File: config.mk
export PLATFORM = sky130hd
export DESIGN_NAME = fifo_trig_irq
export DESIGN_NICKNAME = d
export VERILOG_FILES = /design/src/rtl/fti_pkg.sv /design/src/rtl/fti_fcr_reg.sv /design/src/rtl/fti_trig.sv /design/src/rtl/fti_lsr_flags.sv /design/src/rtl/fifo_trig_irq.sv
export SDC_FILE = /design/constraint.sdc
export NUM_CORES = 1
export LEC_CHECK = 0
export ABC_AREA = 1
export BUFFER_PORTS_ARGS = -buffer_cell sky130_fd_sc_hd__buf_2
export CORE_MARGIN = 4
export CORE_UTILIZATION = 49
export DETAILED_ROUTE_END_ITERATION = 8
export HOLD_SLACK_MARGIN = 0.15
export PLACE_DENSITY = 0.81
export SLEW_MARGIN = 25
export SYNTH_ARGS = -nofsm -noshare
export SYNTH_HDL_FRONTEND = slang
export SYNTH_HIERARCHICAL = 1
export SYNTH_SLANG_ARGS = --single-unit
File: constraint.sdc
create_clock -name clk -period 1.7 [get_ports clk]
set_input_delay 0.17 -clock clk [delete_from_list [all_inputs] [get_ports clk]]
set_output_delay 0.17 -clock clk [all_outputs]
set_load 0.01 [all_outputs]
File: src/rtl/fti_pkg.sv
package fti_pkg;

   // Stored FIFO control fields
   typedef struct packed {
      logic       fifo_en;
      logic       blk_mode;
      logic [1:0] rx_code;
      logic [1:0] tx_code;
   } fti_cfg_t;

   // Bit positions inside the control byte
   localparam int B_EN      = 0;
   localparam int B_RXFLUSH = 1;
   localparam int B_TXFLUSH = 2;
   localparam int B_MODE    = 3;
   localparam int B_TXLO    = 4;
   localparam int B_RXLO    = 6;

endpackage

File: src/rtl/fti_fcr_reg.sv
module fti_fcr_reg
   import fti_pkg::*;
(
   input  logic       clk,
   input  logic       rst_n,
   input  logic       we,
   input  logic [7:0] wdata,
   input  logic       enh_en,
   output fti_cfg_t   cfg,
   output logic       rx_flush,
   output logic       tx_flush
);

   always_ff @(posedge clk or negedge rst_n) begin
      if (!rst_n) begin
         cfg      <= '0;
         rx_flush <= 1'b0;
         tx_flush <= 1'b0;
      end else begin
         rx_flush <= we & wdata[B_RXFLUSH];
         tx_flush <= we & wdata[B_TXFLUSH];
         if (we) begin
            cfg.fifo_en  <= wdata[B_EN];
            cfg.blk_mode <= wdata[B_MODE];
            cfg.rx_code  <= wdata[B_RXLO +: 2];
            cfg.tx_code  <= enh_en ? wdata[B_TXLO +: 2] : 2'd0;
         end
      end
   end

   // a strobe only follows a write that requested it
   p_rx_flush_src_r3: assert property (@(posedge clk) disable iff (!rst_n)
      rx_flush |-> $past(we && wdata[B_RXFLUSH]));
   p_tx_flush_src_r3: assert property (@(posedge clk) disable iff (!rst_n)
      tx_flush |-> $past(we && wdata[B_TXFLUSH]));

endmodule

File: src/rtl/fti_trig.sv
module fti_trig #(
   parameter int CNT_W = 7,
   parameter bit ABOVE = 1'b0
) (
   input  logic [CNT_W-1:0] cnt,
   input  logic [CNT_W-1:0] lvl,
   input  logic             blk,
   output logic             req
);

   generate
      if (ABOVE) begin : g_above
         // receive side: fill beyond threshold, or any character waiting
         always_comb req = blk ? (cnt > lvl) : (cnt != '0);
      end else begin : g_below
         // transmit side: drained below threshold, or fully drained
         always_comb req = blk ? (cnt < lvl) : (cnt == '0);
      end
   endgenerate

endmodule

File: src/rtl/fti_lsr_flags.sv
module fti_lsr_flags #(
   parameter int DEPTH = 64,
   parameter int CNT_W = 7
) (
   input  logic [CNT_W-1:0] tx_cnt,
   input  logic             fifo_en,
   input  logic             busy,
   output logic             room,
   output logic             idle
);

   localparam logic [CNT_W-1:0] FULL = CNT_W'(DEPTH);

   always_comb begin
      room = fifo_en ? (tx_cnt < FULL) : (tx_cnt == '0);
      idle = (tx_cnt == '0) && !busy;
   end

endmodule

File: src/rtl/fifo_trig_irq.sv
module fifo_trig_irq #(
   parameter int DEPTH  = 64,
   parameter int RX_L0  = 8,
   parameter int RX_L1  = 16,
   parameter int RX_L2  = 56,
   parameter int RX_L3  = 60,
   parameter int TX_L0  = 8,
   parameter int TX_L1  = 16,
   parameter int TX_L2  = 32,
   parameter int TX_L3  = 56,
   localparam int CNT_W = $clog2(DEPTH + 1)
) (
   input  logic             clk,
   input  logic             rst_n,
   input  logic             fcr_we,
   input  logic [7:0]       fcr_wdata,
   input  logic             enh_en,
   input  logic [CNT_W-1:0] tx_count,
   input  logic [CNT_W-1:0] rx_count,
   input  logic             tx_shift_busy,
   output logic             irq,
   output logic             tx_rdy,
   output logic             rx_rdy,
   output logic             thr_room,
   output logic             tx_idle,
   output logic             rx_flush,
   output logic             tx_flush
);
   import fti_pkg::*;

   // elaboration-time parameter checks
   if (DEPTH < 4) begin : g_bad_depth
      $error("fifo_trig_irq: DEPTH must be at least 4");
   end
   if (RX_L0 < 1 || RX_L3 >= DEPTH || RX_L0 > RX_L1 || RX_L1 > RX_L2 || RX_L2 > RX_L3) begin : g_bad_rx
      $error("fifo_trig_irq: receive thresholds must rise and stay below DEPTH");
   end
   if (TX_L0 < 1 || TX_L3 >= DEPTH || TX_L0 > TX_L1 || TX_L1 > TX_L2 || TX_L2 > TX_L3) begin : g_bad_tx
      $error("fifo_trig_irq: transmit thresholds must rise and stay below DEPTH");
   end

   fti_cfg_t         cfg;
   logic             blk;
   logic [CNT_W-1:0] rx_lvl, tx_lvl;
   logic             rx_req, tx_req, room_d, idle_d;

   fti_fcr_reg u_fcr (
      .clk      (clk),
      .rst_n    (rst_n),
      .we       (fcr_we),
      .wdata    (fcr_wdata),
      .enh_en   (enh_en),
      .cfg      (cfg),
      .rx_flush (rx_flush),
      .tx_flush (tx_flush)
   );

   assign blk = cfg.fifo_en & cfg.blk_mode;

   always_comb begin
      case (cfg.rx_code)
         2'd0:    rx_lvl = CNT_W'(RX_L0);
         2'd1:    rx_lvl = CNT_W'(RX_L1);
         2'd2:    rx_lvl = CNT_W'(RX_L2);
         default: rx_lvl = CNT_W'(RX_L3);
      endcase
      case (cfg.tx_code)
         2'd0:    tx_lvl = CNT_W'(TX_L0);
         2'd1:    tx_lvl = CNT_W'(TX_L1);
         2'd2:    tx_lvl = CNT_W'(TX_L2);
         default: tx_lvl = CNT_W'(TX_L3);
      endcase
   end

   fti_trig #(.CNT_W(CNT_W), .ABOVE(1'b1)) u_rx_trig (
      .cnt (rx_count),
      .lvl (rx_lvl),
      .blk (blk),
      .req (rx_req)
   );

   fti_trig #(.CNT_W(CNT_W), .ABOVE(1'b0)) u_tx_trig (
      .cnt (tx_count),
      .lvl (tx_lvl),
      .blk (blk),
      .req (tx_req)
   );

   fti_lsr_flags #(.DEPTH(DEPTH), .CNT_W(CNT_W)) u_lsr (
      .tx_cnt  (tx_count),
      .fifo_en (cfg.fifo_en),
      .busy    (tx_shift_busy),
      .room    (room_d),
      .idle    (idle_d)
   );

   always_ff @(posedge clk or negedge rst_n) begin
      if (!rst_n) begin
         irq      <= 1'b0;
         tx_rdy   <= 1'b0;
         rx_rdy   <= 1'b0;
         thr_room <= 1'b0;
         tx_idle  <= 1'b0;
      end else begin
         irq      <= tx_req | rx_req;
         tx_rdy   <= tx_req;
         rx_rdy   <= rx_req;
         thr_room <= room_d;
         tx_idle  <= idle_d;
      end
   end

   // one cycle after reset release, $past values are meaningful
   logic past_ok;
   always_ff @(posedge clk or negedge rst_n) begin
      if (!rst_n) past_ok <= 1'b0;
      else        past_ok <= 1'b1;
   end

   p_irq_is_or_r8: assert property (@(posedge clk) disable iff (!rst_n)
      irq == (tx_rdy || rx_rdy));
   p_idle_room_r9: assert property (@(posedge clk) disable iff (!rst_n)
      tx_idle |-> thr_room);
   p_idle_needs_empty_r10: assert property (@(posedge clk) disable iff (!rst_n)
      tx_idle |-> ($past(tx_count) == '0 && !$past(tx_shift_busy)));
   p_char_mode_rx_r4: assert property (@(posedge clk) disable iff (!rst_n)
      (past_ok && !$past(blk)) |-> (rx_rdy == ($past(rx_count) != '0)));
   p_char_mode_tx_r4: assert property (@(posedge clk) disable iff (!rst_n)
      (past_ok && !$past(blk)) |-> (tx_rdy == ($past(tx_count) == '0)));

endmodule

After elaboration in Yosys (flattened, before gate mapping):

Index checks and enable logic that the tools add are counted.

* logic and storage cells: 34
* input port bits: 27
* output and inout port bits: 7
* register bits: 13

* reductions and logical operators: 6
* eq/ne operators: 4
* mux-type cells: 6
* bitwise logic cells: 4
* $lt $le $gt $ge: 3

Operators with widths (number)
* 6-bit one-hot mux with 3 select lines: 2
* 7-bit by 6-bit greater-than comparator with 1-bit output: 1
* 7-bit logical NOT: 1
* 7-bit by 6-bit < comparator with 1-bit output: 1
* 7-bit < comparator, second input constant: 1
* 7-bit nonzero test: 1
* 2-bit by 1-bit == test with 1-bit output, second input constant: 2
* 2-bit == test, second input constant: 2
* 2-bit logical NOT: 2
* 1-bit AND: 3
* 1-bit two-way mux: 3
* 2-bit two-way mux: 1
* 1-bit logical AND: 1
* 1-bit logical NOT: 1
* 1-bit bitwise OR: 1

Logic depth before layout (Yosys ltp):

* depth after elaboration: 5
* depth in mapped cells: 13
* mapped depth without buffers: 13

By module:

The synthesis kept the hierarchy.

Modules (own cells, without submodules)
* fti_fcr_reg: instances 1, sequential area each 200.2 µm², cells an instance 32, area each 300.3 µm²
* fifo_trig_irq: instances 1, sequential area each 125.1 µm², cells an instance 28, area each 237.7 µm²
* fti_trig (u_rx_trig): instances 1, sequential area each 0.0 µm², cells an instance 43, area each 236.5 µm²
* fti_trig (u_tx_trig): instances 1, sequential area each 0.0 µm², cells an instance 37, area each 200.2 µm²
* fti_lsr_flags: instances 1, sequential area each 0.0 µm², cells an instance 9, area each 41.3 µm²

Least setup slack after synthesis:

OpenSTA, ideal clock, no wires.

* path type: register to register
* start point: reg, netlist name u_fcr/cfg[1]
* end point: reg irq
* slack: 0.262 ns
* clock period less this slack: 1.438 ns
* library setup time: 0.116 ns
* data required time: 1.584 ns
* path buffers: 0
* arrival time: 1.322 ns
* stages on the path, launching flop included: 14
* cells stage by stage: dfrtp_1 > inv_1 > ha_1 > inv_1 > nand2_1 > inv_1 > ha_1 > nand2_1 > a21oi_1 > nor2_1 > nand2_1 > nand2_1 > inv_1 > nand2_1

* word-level cells in the longest chain between the ends: 5
* elaborated cells between the ends (all ways): 7
* classes of those cells: order compare: 1; eq/ne: 2; mux: 2; bitwise: 1; reduce/logical: 1

Ends and longest elaborated chain
* 2-bit == test (tied with other cells): RTL line fifo_trig_irq.sv:67 `case (cfg.tx_code)`
* 6-bit one-hot mux with 3 select lines (*): RTL line fifo_trig_irq.sv:67
* named net tx_lvl[4]: RTL line fifo_trig_irq.sv:44 `logic [CNT_W-1:0] rx_lvl, tx_lvl;`
* 7-bit by 6-bit < comparator with 1-bit output (*): RTL line fti_trig.sv:17 `always_comb req = blk ? (cnt < lvl) : (cnt == '0);`
* 1-bit two-way mux (*): RTL line fti_trig.sv:17
* named net tx_req: RTL line fifo_trig_irq.sv:45 `logic rx_req, tx_req, room_d, idle_d;`
* 1-bit bitwise OR (*): RTL line fifo_trig_irq.sv:105 `irq <= tx_req | rx_req;`
* to (signal assigned): RTL line fifo_trig_irq.sv:105
* to (decl): RTL line fifo_trig_irq.sv:21 `output logic irq,`

The timed path passes the listed nets; every way through them passes the cells marked *.
A chain may end at the register's enable or synchronous reset.

Worst setup path after layout:

* start point: reg, netlist name u_fcr/cfg[0]
* end point: reg irq

* word-level cells in the longest chain between the ends: 5
* elaborated cells between the ends (all ways): 7
* classes of those cells: order compare: 1; eq/ne: 2; mux: 2; bitwise: 1; reduce/logical: 1

Ends and longest elaborated chain (RTL line)
* 2-bit == test (tied with other cells): fifo_trig_irq.sv:67
* 6-bit one-hot mux with 3 select lines (*): fifo_trig_irq.sv:67
* named net tx_lvl[5]: fifo_trig_irq.sv:44
* 7-bit by 6-bit < comparator with 1-bit output (*): fti_trig.sv:17
* 1-bit two-way mux (*): fti_trig.sv:17
* named net tx_req: fifo_trig_irq.sv:45
* 1-bit bitwise OR (*): fifo_trig_irq.sv:105

Marks and branches as above.

==> reports/metrics.yaml <==
status: "finished clean"
clockRootBuffer: "clkbuf_4"
cts_tree: "done"
fp.coreArea_um2: 1962
synth_area_leader_cell: "dfrtp_1"
grt_overflow: 0
vias: 1064
numCtsBuffers: 3
met3_usage_pct: 4.986
worstReg2RegEnd: "irq$_DFF_PN0_"
required_ns: 1.87
setup_violations: 0
slew_violations: 0
worstHoldPathType: "in -> reg"
netlist.area_leader.share_pct: 32.02
ir_drop_mv: 0.4996
vias_per_cell: 4.606
globalRouteMet1Util_pct: 18.48
synthFlopType: "dfrtp_1"
start_util_pct: 51.79
finalClockSkew_ns: 0.002485
first_pass_iters: 4
row_count: 16
wl_per_cell_um: 11.95
drtAntennaViolNets: 0
area_delta_synth_final_pct: 38.67
grtUsageMet2_pct: 39.39
power.net_switching_uw: 254.2
ys_ff_latch: 13
reg2reg_slack_ns: 0.02
ff2ff_path_depth: 13
htreeDepth: 1
synth_cells: 149
path_max_fanout: 4
seqPwrFrac_pct: 43.7
drt_iter0_markers: 17
synth.avg_cell_area_um2: 6.819
p_int_uw: 537.4
synth_area_leaders: "dfrtp_1, ha_1, nand2_1"
period_share_pct: 98.91
drc: 0
busiest_layer: "met2"
endpoint_kind: "register"
p_leak_uw: 0.0008311
dpl.hpwl_mm: 1.784
gr-usage-all-layers_pct: 19.85
finalCriticalPeriod_ns: 1.681
ys_seq_area_share_pct: 32.02
clock_sinks: 13
insertion_delay_ns: 0.27
wl_mm: 2.760
ys_types: 17
hold_start: "tx_count[6]"
antenna_found_initial: 0
final_nets: 246
synthArstFlopShare_pct: 100.0
grt_pass1_wl_mm: 4.077
io_pins: 34
yosysMostFrequentCell: "nand2_1"
fmax_mhz: 594.7
synth_edf_count: 0
hold_viol: 0
final_util_pct: 71.81
cp-startpoint: "u_fcr/cfg[0]$_DFFE_PN0P_"
path_clk_slew_ns: 0.07
synth_top_cells_by_count: "nand2_1, inv_1, ha_1"
endpoint: "irq$_DFF_PN0_"
path_class: "reg -> reg"
cap_violations: 0
grt_start_max_net_pins: 14
worstSetupStartpointType: "register"
n_fill_cell: 167
fp.dieH_um: 53.54
combPwrFrac_pct: 32.7
dieWidth_um: 53.54
holdWs_ns: 0.1852
drive_gt1_share_pct: 25.25
dieArea_um2: 2866
p_sw_share_pct: 32.11
gp_congestion: 0.8559
clockPowerShare_pct: 23.6
r2r-start: "u_fcr/cfg[0]$_DFFE_PN0P_"
ys.warnings.count: 6
cellPowerDensity_nw_per_um2: 561.9
portBuffers: 33
grt_pass1_vias: 1049
syn_area_um2: 1016
clock_tree.buffer_depth: 2
worstPathArrival_ns: 1.85
-- worst min path at each step --
stage	end	slack, ns	cells after the start
after floorplan	irq$_DFF_PN0_	-0.13	0
after global placement	u_fcr/rx_flush$_DFF_PN0_	0.06	1
after detailed placement	u_fcr/rx_flush$_DFF_PN0_	0.06	1
after CTS	thr_room$_DFF_PN0_	0.19	4
after global routing	thr_room$_DFF_PN0_	0.21	4
final	thr_room$_DFF_PN0_	0.19	4
-- stage by stage --
stage | TNS [ns] | area, um^2 | total power, uW | setup slack [ns] | std cells
2_1_floorplan | 0 | 1039 | 482.7 | 0.2620 | 155
3_3_place_gp | 0 | 1222 | 547.8 | 0.2003 | 213
3_5_place_dp | 0 | 1222 | 563.1 | 0.1250 | 213
4_1_cts | 0 | 1369 | 767.3 | 0.1102 | 229
5_1_grt | -0.07125 | 1404 | 844.4 | -0.07125 | 229
6_report | 0 | 1409 | 791.6 | 0.01850 | 231
-- cell usage in the layout (no fill, tap or decap) --
| master | count |
|---|---|
| buf_2 | 33 |
| a21oi_2 | 1 |
| inv_1 | 33 |
| nand3_1 | 4 |
| ha_4 | 2 |
| nand4_1 | 1 |
| diode_2 | 2 |
| o21ai_1 | 1 |
| conb_1 | 7 |
| inv_2 | 5 |
| clkbuf_1 | 1 |
| nor2_2 | 2 |
| nand2_2 | 2 |
| nor3_2 | 1 |
| clkbuf_4 | 3 |
| nor2_1 | 10 |
| nor3_1 | 2 |
| dlygate4sd3_1 | 12 |
| a21oi_1 | 4 |
| nand2_1 | 51 |
| ha_2 | 2 |
| dfrtp_1 | 13 |
| ha_1 | 12 |
-- worst max-delay path: stages, from the launching register on --
cell     delay, ns
dfrtp_1       0.42
inv_1         0.09
ha_2          0.18
inv_2         0.04
nand2_2       0.06
inv_2         0.04
ha_4          0.25
nand2_1       0.06
a21oi_1       0.14
nor2_1        0.08
nand2_1       0.06
nand2_1       0.06
inv_1         0.05
nand2_1       0.04
-- layout make-up --
type                            count  area, um^2  area share [%]
Antenna cell                        2       5.005          0.3552
Clock buffer                        4       26.28           1.865
Sequential cell                    13       325.3           23.09
Tap cell                           27       33.78           2.398
Inverter                           38       142.6           10.12
Timing Repair Buffer               45       285.3           20.25
Multi-Input combinational cell    102       590.6           41.92
-- sequential cells by signal, summed over array words and instances (netlist names) --
signal / cells
rx_rdy: 1
thr_room: 1
tx_idle: 1
u_fcr/cfg: 6
tx_rdy: 1
irq: 1
u_fcr/rx_flush: 1
u_fcr/tx_flush: 1
-- per-layer routing --
metal / up-vias / share of wire (%)
met1: 478 / 35
met2: 36 / 57
met4: 0 / 3.4
li1: 540 / -
met5: - / 0
met3: 10 / 5.0
-- kinds of logic after synthesis --
kind of cell	Yosys count	synth area share [%]
AOI/OAI and AO/OA	6	3.325
adders and majority gates	16	19.70
buffers and inverters	40	15.52
DFF	13	32.02
other	1	0.3691
and+or+nand+nor	73	29.06
-- power groups by stage --
stage	combinational (uW)	clock [uW]	sequential, uW
final	259	187	346
after global routing	294	201	349
after CTS	234	188	345
after detailed placement	212	0	351
after global placement	198	0	350
after floorplan	130	0	353
-- timing repair --
| item | 4_1_cts | 5_1_grt |
|---|---|---|
| hold endpoints to repair | 22 | 0 |
| resized for setup | 0 | 10 |
| setup buffers | 0 | 0 |
| endpoints found under the setup margin | 0 | 1 |
| hold buffers | 12 | 0 |
Power figures use the tool's default switching activity.
